### src/rtl/dtmf_steer_pkg.sv
package dtmf_steer_pkg;

  typedef enum logic [1:0] {
    ST_IDLE = 2'd0,
    ST_ARM  = 2'd1,
    ST_HELD = 2'd2
  } steer_state_e;

  localparam int KEY_W = 4;
  localparam int IDX_W = 2;

  // Keypad code from tone indices, computed arithmetically.
  function automatic logic [KEY_W-1:0] key_code(input logic [IDX_W-1:0] row,
                                                input logic [IDX_W-1:0] col);
    logic [KEY_W-1:0] r4;
    logic [KEY_W-1:0] c4;
    logic [KEY_W-1:0] res;
    r4 = {2'b00, row};
    c4 = {2'b00, col};
    if (col == 2'd3) begin
      res = 4'd13 + r4;            // wraps to 0000 for the last row
    end else if (row != 2'd3) begin
      res = r4 * 4'd3 + c4 + 4'd1;
    end else begin
      case (col)
        2'd0:    res = 4'd11;
        2'd1:    res = 4'd10;
        default: res = 4'd12;
      endcase
    end
    return res;
  endfunction

endpackage

### src/rtl/guard_limit.sv
module guard_limit #(
  parameter int CW  = 18,
  parameter int DEF = 1
) (
  input  logic          clk,
  input  logic          rst,
  input  logic [CW-1:0] raw_i,
  output logic [CW-1:0] lim_o
);
  localparam logic [CW-1:0] DEF_V = CW'(DEF);

  always_ff @(posedge clk) begin
    if (rst) lim_o <= DEF_V;
    else     lim_o <= (raw_i == '0) ? DEF_V : raw_i;
  end

  p_limit_nonzero_r9: assert property (@(posedge clk) disable iff (rst)
    (lim_o != '0));
endmodule

### src/rtl/key_encoder.sv
module key_encoder
  import dtmf_steer_pkg::*;
(
  input  logic [IDX_W-1:0] row_i,
  input  logic [IDX_W-1:0] col_i,
  output logic [KEY_W-1:0] code_o
);
  always_comb code_o = key_code(row_i, col_i);
endmodule

### src/rtl/guard_fsm.sv
module guard_fsm
  import dtmf_steer_pkg::*;
#(
  parameter int CW = 18
) (
  input  logic          clk,
  input  logic          rst,
  input  logic          sig_det,
  input  logic [CW-1:0] on_limit,
  input  logic [CW-1:0] off_limit,
  output logic          load_o,
  output logic          steer_o
);
  localparam logic [CW-1:0] ONE = {{(CW-1){1'b0}}, 1'b1};

  steer_state_e  st_q;
  logic [CW-1:0] run_q;
  logic [CW-1:0] run_inc;

  assign run_inc = run_q + ONE;

  always_comb load_o = (st_q == ST_IDLE) && sig_det && (run_inc >= on_limit);

  always_ff @(posedge clk) begin
    if (rst) begin
      st_q    <= ST_IDLE;
      run_q   <= '0;
      steer_o <= 1'b0;
    end else begin
      case (st_q)
        ST_IDLE: begin
          if (!sig_det) begin
            run_q <= '0;
          end else if (run_inc >= on_limit) begin
            st_q  <= ST_ARM;
            run_q <= '0;
          end else begin
            run_q <= run_inc;
          end
        end
        ST_ARM: begin
          steer_o <= 1'b1;
          st_q    <= ST_HELD;
          run_q   <= '0;
        end
        ST_HELD: begin
          if (sig_det) begin
            run_q <= '0;
          end else if (run_inc >= off_limit) begin
            steer_o <= 1'b0;
            st_q    <= ST_IDLE;
            run_q   <= '0;
          end else begin
            run_q <= run_inc;
          end
        end
        default: begin
          st_q    <= ST_IDLE;
          run_q   <= '0;
          steer_o <= 1'b0;
        end
      endcase
    end
  end

  // a present run never reaches the limit without moving on
  p_run_below_on_r1: assert property (@(posedge clk) disable iff (rst)
    (st_q == ST_IDLE) |-> (run_q < on_limit));
  // steering flag only while a digit is held
  p_steer_in_held_r3: assert property (@(posedge clk) disable iff (rst)
    steer_o |-> (st_q == ST_HELD));
  // release only after an absent sample
  p_release_on_gap_r3: assert property (@(posedge clk) disable iff (rst)
    $fell(steer_o) |-> $past(!sig_det));
endmodule

### src/rtl/code_latch.sv
module code_latch
  import dtmf_steer_pkg::*;
(
  input  logic             clk,
  input  logic             rst,
  input  logic             load_i,
  input  logic [KEY_W-1:0] code_i,
  input  logic             out_en,
  output logic [KEY_W-1:0] latch_o,
  output logic             drv_o,
  output logic [KEY_W-1:0] bus_o
);
  always_ff @(posedge clk) begin
    if (rst) begin
      latch_o <= '0;
      drv_o   <= 1'b0;
    end else begin
      drv_o <= out_en;
      if (load_i) latch_o <= code_i;
    end
  end

  assign bus_o = drv_o ? latch_o : '0;

  // the code changes only on a load
  p_hold_without_load_r6: assert property (@(posedge clk) disable iff (rst)
    !load_i |=> $stable(latch_o));
endmodule

### src/rtl/guard_steer_top.sv
module guard_steer_top
  import dtmf_steer_pkg::*;
#(
  parameter int CW          = 18,
  parameter int DEF_PRESENT = 114545,
  parameter int DEF_ABSENT  = 71591
) (
  input  logic          clk,
  input  logic          rst,
  input  logic          sig_det,
  input  logic [1:0]    row_idx,
  input  logic [1:0]    col_idx,
  input  logic [CW-1:0] on_ticks,
  input  logic [CW-1:0] off_ticks,
  input  logic          out_en,
  output logic [3:0]    key_bus,
  output logic          bus_drv,
  output logic          steer
);
  localparam int NLIM = 2;

  logic [CW-1:0]    lim_raw [NLIM];
  logic [CW-1:0]    lim_eff [NLIM];
  logic             load;
  logic [KEY_W-1:0] code;
  logic [KEY_W-1:0] latch_q;

  assign lim_raw[0] = on_ticks;
  assign lim_raw[1] = off_ticks;

  for (genvar gi = 0; gi < NLIM; gi++) begin : g_lim
    guard_limit #(
      .CW (CW),
      .DEF((gi == 0) ? DEF_PRESENT : DEF_ABSENT)
    ) u_lim (
      .clk  (clk),
      .rst  (rst),
      .raw_i(lim_raw[gi]),
      .lim_o(lim_eff[gi])
    );
  end

  key_encoder u_enc (
    .row_i (row_idx),
    .col_i (col_idx),
    .code_o(code)
  );

  guard_fsm #(.CW(CW)) u_fsm (
    .clk      (clk),
    .rst      (rst),
    .sig_det  (sig_det),
    .on_limit (lim_eff[0]),
    .off_limit(lim_eff[1]),
    .load_o   (load),
    .steer_o  (steer)
  );

  code_latch u_latch (
    .clk    (clk),
    .rst    (rst),
    .load_i (load),
    .code_i (code),
    .out_en (out_en),
    .latch_o(latch_q),
    .drv_o  (bus_drv),
    .bus_o  (key_bus)
  );

  // the latch was loaded one cycle before the steering flag rose
  p_data_before_steer_r5: assert property (@(posedge clk) disable iff (rst)
    $rose(steer) |-> $past(load, 2));
  // a rise follows a present sample
  p_rise_after_signal_r1: assert property (@(posedge clk) disable iff (rst)
    $rose(steer) |-> $past(sig_det, 2));
  // no load while a digit is held
  p_no_reload_held_r11: assert property (@(posedge clk) disable iff (rst)
    steer |-> !load);
endmodule

### config.mk
export PLATFORM = sky130hd
export DESIGN_NAME = guard_steer_top
export DESIGN_NICKNAME = d
export VERILOG_FILES = /design/src/rtl/dtmf_steer_pkg.sv /design/src/rtl/guard_limit.sv /design/src/rtl/key_encoder.sv /design/src/rtl/guard_fsm.sv /design/src/rtl/code_latch.sv /design/src/rtl/guard_steer_top.sv
export SDC_FILE = /design/constraint.sdc
export NUM_CORES = 1
export LEC_CHECK = 0
export BUFFER_PORTS_ARGS = -buffer_cell sky130_fd_sc_hd__buf_2
export CAP_MARGIN = 5
export CORE_MARGIN = 3
export CORE_UTILIZATION = 45
export DETAILED_ROUTE_END_ITERATION = 8
export PLACE_DENSITY = 0.65
export SLEW_MARGIN = 20
export SYNTH_ARGS = -nofsm -noshare
export SYNTH_HDL_FRONTEND = slang
export SYNTH_SLANG_ARGS = --single-unit
export TNS_END_PERCENT = 100
### constraint.sdc
create_clock -name clk -period 4.7 [get_ports clk]
set_input_delay 0.705 -clock clk [delete_from_list [all_inputs] [get_ports clk]]
set_output_delay 0.705 -clock clk [all_outputs]
set_load 0.01 [all_outputs]
Word level (Yosys, flattened, before mapping)
Index checks and enable logic that the tools add are counted.

Bits of input ports: 44. Output and inout bits: 6. Flip-flop bits (word level): 62.

Add/subtract/negate cells: 4. $lt $le $gt $ge: 2. Reduce and logical (&&, ||, !) cells: 10. Eq/ne operators: 9. Bitwise gates (word level): 1. Mux-type cells: 17. $mul: 1.

Operator list (count): 2-to-1 mux 18 bit (4); greater-or-equal comparator 18 bit (2); logical NOT 18 bit (2); case mux 18 bit (2 select lines) (1); adder 18 x 1 -> 18 bit (second input constant) (1); 2-to-1 mux 4 bit (3); 2-to-1 mux 2 bit (4); inequality test 2 bit (second input constant) (4); case mux 2 bit (3 select lines) (1); case mux 3 bit (2 select lines) (1); adder 3 x 3 -> 4 bit (first input constant) (1); adder 4 x 1 -> 4 bit (second input constant) (1); adder 4 x 2 -> 4 bit (1); == test 2 x 1 -> 1 bit (second input constant) (2); == test 2 bit (second input constant) (2); logical NOT 2 bit (2); multiplier 2 x 2 -> 4 bit (second input constant) (1); AND reduction 4 bit (1); OR reduction 2 bit (2); case mux 1 bit (3 select lines) (1); AND reduction 3 bit (1); logical AND 1 bit (2); 2-to-1 mux 1 bit (2); inequality test 2 x 1 -> 1 bit (second input constant) (1); inverter 1 bit (1).

Depth between registers and ports, before layout
Gate-level depths: netlist (run 1).

Depth after elaboration: 5. Gate-level depth with buffers: 13. Depth with buffers taken out: 12.

Cells and area by module
A second synthesis (run 1) with hierarchy kept.

Cells, all modules: 396. Area total of the unflattened synthesis: 3559.7 um^2.

Modules (own cells, without submodules): guard_fsm (times used 1, area each 1993.2 um^2, cells each 241); guard_limit at g_lim[1].u_lim (times used 1, area each 580.6 um^2, cells each 54); guard_limit at g_lim[0].u_lim (times used 1, area each 578.1 um^2, cells each 59); key_encoder (times used 1, area each 210.2 um^2, cells each 23); code_latch (times used 1, area each 197.7 um^2, cells each 19).

Worst setup path after synthesis (run 1)
Ideal clock, no wire load.

Path type: register -> register. Start point: register u_fsm.run_q[0]. End point: register u_fsm.run_q[0]. Setup slack: 1.822 ns. Stages on the path, launching flop included: 10. Required time: 4.600 ns. Clock period less this slack: 2.878 ns. Path buffers: 0. Data arrival time: 2.778 ns. Path through: dfxtp_1 -> nand3_1 -> nor4_2 -> nand3_1 -> xnor2_1 -> ha_1 -> and4_1 -> a221oi_2 -> nand3_4 -> a2111oi_4.

Longest elaborated chain between the ends: 5.

RTL lines: from (decl) (RTL line guard_fsm.sv:17) `logic [CW-1:0] run_q;`; from (signal assigned) (RTL line guard_fsm.sv:38) `run_q <= run_inc;`; from (signal assigned) (RTL line guard_fsm.sv:54) `run_q <= run_inc;`; adder 18 x 1 -> 18 bit (*) (RTL line guard_fsm.sv:20) `assign run_inc = run_q + ONE;`; greater-or-equal comparator 18 bit (on tied branches) (RTL line guard_fsm.sv:49, guard_fsm.sv:34); 2-to-1 mux 18 bit (on tied branches) (RTL line guard_fsm.sv:49, guard_fsm.sv:34); 2-to-1 mux 18 bit (on tied branches) (RTL line guard_fsm.sv:47, guard_fsm.sv:32); case mux 18 bit (2 select lines) (*) (RTL line guard_fsm.sv:30) `case (st_q)`.

Mark *: on every way between the ends. The rest lies on a longest branch, timed or not. A chain may end at the register's enable or synchronous reset.

Worst setup path in the final report (run 1)
Start point: register u_fsm.run_q[0]. End point: register u_fsm.run_q[1].

Same word-level chain as after synthesis.

==> results.md, run 1 <==
* Critical Path RT at between 4 and 5 ns
* Antenna Cells at 0
* Cell taking the most area after synthesis: dfxtp_1
* Clock Path Buffers at 2
* Global-route usage over all layers at between 15 and 20%
* Syn nets at approximately 460
* Ys Warns at 0
* Core region area at 7292 um^2
* CTS tree: built
* Worst-path clk slew at 0.07 ns
* Critical path launch point type: flip-flop
* Worst slew pin tran at ~1.0 ns
* # placed instances at between 500 and 600
* Total grt overflow at 0
* Core Rows at 31
* First-pass GRT wire length at approximately 12000 um
* Share of layout cells above drive strength 1 at a little under a quarter
* Leakage power at 1.927 nW
* Final Skew at around 0.0087 ns
* Cell Area, Synth at approximately 3400 um^2
* # hold bufs at CTS at 0
* Crit end category: flip-flop
* Final setup viols at 0
* Finished Core Util at around 54%
* Initial Util at a little under half
* Max Slew Vio Count at 0
* Clock share of power at a little under two fifths
* DR iter-0 viols at 124
* Worst Path Max Fanout at 18
* Initial antenna violation count at 0
* P per Cell Area at approximately 270 nW/um^2
* Chip width at about 93 um
* Area delta synth->final at 14.44%
* FF-to-FF path depth at 11
* Pint at around 0.79 mW
* Cts bufs inserted at 9
* Htree depth at 3
* Hold Vio Cnt, Final at 0
* Post-synthesis sequential area ratio at a little over a third
* Port Buffer Count at 49
* Vias in the first global route at 2538
* RSZ-0062 raised after global routing: no
* Post_cts resized at 0
* CTS Sinks at between 60 and 70
* Yosys top cell area share at 36.36%
* Status: complete, no violations
* Distinct cells, synth at roughly 50
* Avg WL per Cell at 13.49 um
* Achievable clock frequency at 284.3 MHz
* GPL Wtd Cong at around 0.85
* Crit-path cells: nand3_1 > nor4_2 > nand3_1 > xnor2_1 > ha_1 > a21oi_1 > nor2b_1 > o21ai_0 > o211a_1 > nand3b_2 > a2111oi_4
* Placed cell areas at about 3700 um^2
* Hold-critical path depth at 2
* Detailed-placement wirelength estimate at about 5700 um
* Sequential cell area at roughly 1200 um^2
* Critical path type: reg -> reg
* Layout Nets at just over 500
* Critical path buffers and inverters at 0
* Filler Cell Count at roughly 730
* Pre-Repair DR Iteration Count at 4
* CTS root buffer: clkbuf_8
* Post-Synthesis Cells at 375
* DRC viols at 0
* Final antenna-violating net count at 0
* Vias at about 2.6k
* Sw frac at around a quarter
* Commonest cells after routing, fill and taps aside: dfxtp_1, buf_2, inv_1
* Non-Filler Instances at roughly 530
* Fin Setup TNS at 0 ns
* Sw Pwr at roughly 0.27 mW
* Rel. slew slack at approximately 33%
* Area occupied by multi-input gates at roughly 1900 um^2
* Largest net degree at the start of global routing at 19
* CP dominant cell by count: nand3_1
* Vias per cell at roughly 4.9
* Die Area at around 8700 um^2
* Post-route total power at ~1.1 mW
* R2R Setup Slk at ~1.2 ns
* Gate power share at around a tenth
* WP depth at 11
* Clock latency on the worst-skew pair at around 0.34 ns
* Slowest stage delay, CP at 0.46 ns
* Crit path time final at ~3.5 ns
* Final period util at roughly 75%
* Worst path slowest cell: dfxtp_1
* Sequential share of power at between 50% and 60%
* Final WL at about 7000 um
* Post-CTS setup buffer count at 0
* Leading cell type in the layout, fill and taps excluded: dfxtp_1
* Peak supply drop at 126.8 uV
* Top post-synthesis cells by area: dfxtp_1, ha_1, inv_1
* Die Height at ~93 um
* Crit path DAT at roughly 3.8 ns
* Top delay family on crit path: simple AND/OR/NAND/NOR gates
* Number of synthesized register bits at 62
* Maxcap violations at 0
* Worst hold path type: reg -> reg
* Io pins at 50
* Design Area, Final at approximately 4000 um^2
* Post-Syn Area per Cell at 9.102 um^2
[cell families after synthesis]
family / count (synthesis) / share of synthesized area [%]
fa+ha+maj: 43 / 16.20
buf+inv: 55 / 6.525
flops: 62 / 36.36
mux: 4 / 1.173
xor+xnor: 17 / 4.362
compound gates: 60 / 14.41
simple gates: 134 / 20.97
[metal layers]
layer | part of all wire (%) | track usage (%) | vias to the layer above
met2 | 45 | 27.65 | 60
met3 | 4.4 | 3.862 | 10
met5 | 0 | 0 | -
met4 | 1.6 | 5.128 | 0
li1 | - | - | 1385
met1 | 49 | 24.31 | 1164
[cells in the mapped netlist, drive strengths merged]
| cell | n |
|---|---|
| clkbuf | 3 |
| a21oi | 30 |
| and3 | 2 |
| a2111oi | 3 |
| nor3 | 6 |
| o41ai | 2 |
| nor4 | 7 |
| a221oi | 1 |
| a21boi | 1 |
| xor2 | 8 |
| ha | 41 |
| o21ai | 8 |
| mux2i | 4 |
| or4 | 2 |
| xnor2 | 9 |
| o221ai | 1 |
| and4 | 1 |
| nor2b | 8 |
| o211a | 2 |
| nor2 | 21 |
| inv | 47 |
| nand3 | 14 |
| nand4 | 7 |
| a41o | 1 |
| fa | 2 |
| nand2b | 3 |
| o311ai | 3 |
| buf | 4 |
| clkinv | 1 |
| dfxtp | 62 |
| a211oi | 3 |
| or2 | 22 |
| a21o | 3 |
| o21bai | 2 |
| and2 | 5 |
| nand2 | 35 |
| nand3b | 1 |
[registers in the layout, indices dropped and copies added, names as in the netlist]
register / flops
u_latch.drv_o: 1
u_fsm.st_q: 2
u_fsm.steer_o: 1
u_latch.latch_o: 4
u_fsm.run_q: 18
g_lim.u_lim.lim_o: 36
[layout make-up]
cell class / instances / area share, %
clock buffer: 11 / 3.619
inverter: 48 / 4.612
tap: 99 / 3.171
clock inverter: 5 / 0.6406
sequential: 62 / 31.77
multi-input combinational: 258 / 49.90
timing repair buffer: 49 / 6.278
[stage by stage]
step / setup WS, ns / hold WS (ns)
2_1_floorplan: 1.822 / 0.4301
3_3_place_gp: 1.385 / 0.4384
3_5_place_dp: 1.233 / 0.4419
4_1_cts: 1.203 / 0.4571
5_1_grt: 0.9684 / 0.4824
6_report: 1.182 / 0.4537
[power groups by stage]
stage	clock (mW)	sequential (mW)	combinational, mW
final	0.401	0.550	0.111
after global routing	0.434	0.551	0.128
after CTS	0.410	0.550	0.112
after detailed placement	0	0.562	0.111
after global placement	0	0.561	0.109
after floorplan	0	0.559	0.0703
[worst min-delay path: stages (launching register included)]
cell	delay (ns)
dfxtp_1	0.31
nand2_1	0.05
mux2i_1	0.05
[final timing paths]
path / startpoint / end
worst min-delay path: u_latch.latch_o[0] / u_latch.latch_o[0]
worst max-delay path: u_fsm.run_q[0] / u_fsm.run_q[1]
worst max register to register: u_fsm.run_q[0] / u_fsm.run_q[1]
worst min register to register: u_latch.latch_o[0] / u_latch.latch_o[0]
(Power assumes the default switching activity.)
==> inputs of run 2 (changes only) <==
Clock period 4.7 ns to 3.7 ns, I/O delays scaled along.
==> run 2 against run 1 <==
Effect of this change:
- combinational power is 26% higher
- worst setup slack worse by 0.80 ns
- critical endpoint is now u_fsm.run_q[0]
- largest cell class unchanged
- final area is 0.90% higher
- highest routed layer unchanged
==> results.md, run 2 (synthesized netlist as in run 1, its figures left out) <==
* Final WS setup at 0.3789 ns (-0.8034 ns)
* Final WL at 7174 um (about the same)
* Hold Vio Cnt, Final at 0 (unchanged)
* Initial Util at 46.81% (unchanged)
* DR iter-0 viols at 102 (-18%)
* Final period util at 89.76% (+15 points)
* Die Height at 93.09 um (unchanged)
* Design Area, Final at 3941 um^2 (+0.90%)
* Share of layout cells above drive strength 1 at 23.45% (+0.35 points)
* Placed cell areas at 3755 um^2 (+0.40%)
* Hold slack final at 0.4097 ns (-0.04398 ns)
* Total grt overflow at 0 (unchanged)
* CTS tree: built
* Setup slack at placement at 0.3621 ns (-0.8707 ns)
* Io pins at 50 (unchanged)
* Htree depth at 3 (unchanged)
* Final antenna-violating net count at 0 (unchanged)
* CTS Sinks at 62 (unchanged)
* Worst Path Max Fanout at 18 (unchanged)
* Post-route total power at 1.387 mW (+31%)
* Core region area at 7292 um^2 (unchanged)
* Fin Setup TNS at 0 ns (unchanged)
* Achievable clock frequency at 301.1 MHz (+5.9%)
* Largest net degree at the start of global routing at 19 (unchanged)
* Core Rows at 31 (unchanged)
* Peak supply drop at 184.6 uV (+46%)
* Final setup viols at 0 (unchanged)
* Reg with most FFs: g_lim.u_lim.lim_o
* Commonest cells after routing, fill and taps aside: dfxtp_1, buf_2, inv_1
* Post_cts resized at 0 (unchanged)
* Avg WL per Cell at 13.43 um (-0.43%)
* Worst-path clk slew at 0.07 ns (about the same)
* Crit end category: flip-flop
* Finished Core Util at 54.05% (+0.48 points)
* Final Skew at 0.01104 ns (+0.002342 ns)
* Crit path DAT at 3.57 ns (-0.19 ns)
* Layout Nets at 517 (+0.39%)
* Vias per cell at 4.981 (+1.2%)
* Crit path time final at 3.321 ns (-0.1966 ns)
* GPL Wtd Cong at 0.8417 (-1.2%)
* Critical path type: reg -> reg
* CTS root buffer: clkbuf_8
* Cts bufs inserted at 9 (unchanged)
* Detailed-placement wirelength estimate at 5619 um (-0.87%)
* Worst hold path type: in -> reg
* Pre-Repair DR Iteration Count at 4 (unchanged)
* # hold bufs at CTS at 0 (unchanged)
* Non-Filler Instances at 534 (+0.38%)
* # placed instances at 518 (+0.39%)
* Vias at 2660 (+1.6%)
* P per Cell Area at 351.9 nW/um^2 (+29%)
* Antenna Cells at 0 (unchanged)
* Worst slew pin tran at 0.9631 ns (-0.03494 ns)
* Vias in the first global route at 2510 (-1.1%)
* Chip width at 93.09 um (unchanged)
* Die Area at 8666 um^2 (unchanged)
* First-pass GRT wire length at 12040 um (+1.4%)
* Leakage power at 1.939 nW (+0.64%)
* Port Buffer Count at 49 (unchanged)
* Area delta synth->final at 15.47%
* Global-route usage over all layers at 18.20% (+0.59 points)
* Leading cell type in the layout, fill and taps excluded: dfxtp_1
* Critical path launch point type: flip-flop
* Max Slew Vio Count at 0 (unchanged)
* Critical Path RT at 3.94 ns (-1.00 ns)
* Number of flip-flops under the largest register name at 36 (unchanged)
* Biggest regs: g_lim.u_lim.lim_o: 36 flops, u_fsm.run_q: 18 flops, u_latch.latch_o: 4 flops
* Status: complete, no violations
* Post-CTS setup buffer count at 0 (unchanged)
* Rel. slew slack at 35.56% (+2.3 points)
* DRC viols at 0 (unchanged)
* Clock Path Buffers at 2 (unchanged)
* Maxcap violations at 0 (unchanged)
* RSZ-0062 raised after global routing: no
* Clock latency on the worst-skew pair at 0.34 ns (about the same)
* Initial antenna violation count at 0 (unchanged)
## run 2: cell types whose count changed in the layout (fill, tap and decap cells not counted)
cell	change
clkinv_2	-3
clkbuf_8	+2
clkinvlp_4	+1
buf_4	+2
## run 2: final timing paths
| check | from | to | slack (ns) | cells past startpoint |
|---|---|---|---|---|
| worst min register to register | u_latch.latch_o[3] | u_latch.latch_o[3] | 0.46 | 2 |
| worst max register to register | u_fsm.run_q[0] | u_fsm.run_q[0] | 0.38 | 9 |
| worst max-delay path | u_fsm.run_q[0] | u_fsm.run_q[0] | 0.38 | 9 |
| worst min-delay path | on_ticks[0] | g_lim[0].u_lim.lim_o[0] | 0.41 | 2 |
## run 2: layout make-up
type,instances,area [um^2]
Fill cell,697,3351
Multi-Input combinational cell,258,1949
Sequential cell,62,1241
Timing Repair Buffer,51,260.3
Inverter,48,180.2
Clock buffer,13,168.9
Tap cell,99,123.9
Clock inverter,3,17.52
## run 2: metal layers
layer | share of wire, % | GRT usage [%] | up-vias | routed length [um]
li1 | - | - | 1391 | -
met1 | 50 | 23.97 | 1189 | 3571
met2 | 42 | 27.35 | 63 | 3005
met3 | 4.6 | 4.505 | 17 | 331
met4 | 3.7 | 9.768 | 0 | 266
met5 | 0 | 0 | - | 0
## run 2: worst max-delay path, cell delays in order, from the launching register on
cell and delay, ns:
dfxtp_1 0.45, nand3_1 0.23, nor4_2 0.43, nand3_1 0.17, xnor2_1 0.31, ha_1 0.32
and4_1 0.21, a221oi_2 0.42, nand3_4 0.28, a2111oi_4 0.40
## run 2: power by group
group	switching [mW]	internal, mW	leakage (nW)	total, mW
clock	0.254	0.296	0.0954	0.550
combinational	0.0755	0.0642	1.33	0.140
sequential	0.00775	0.690	0.510	0.698
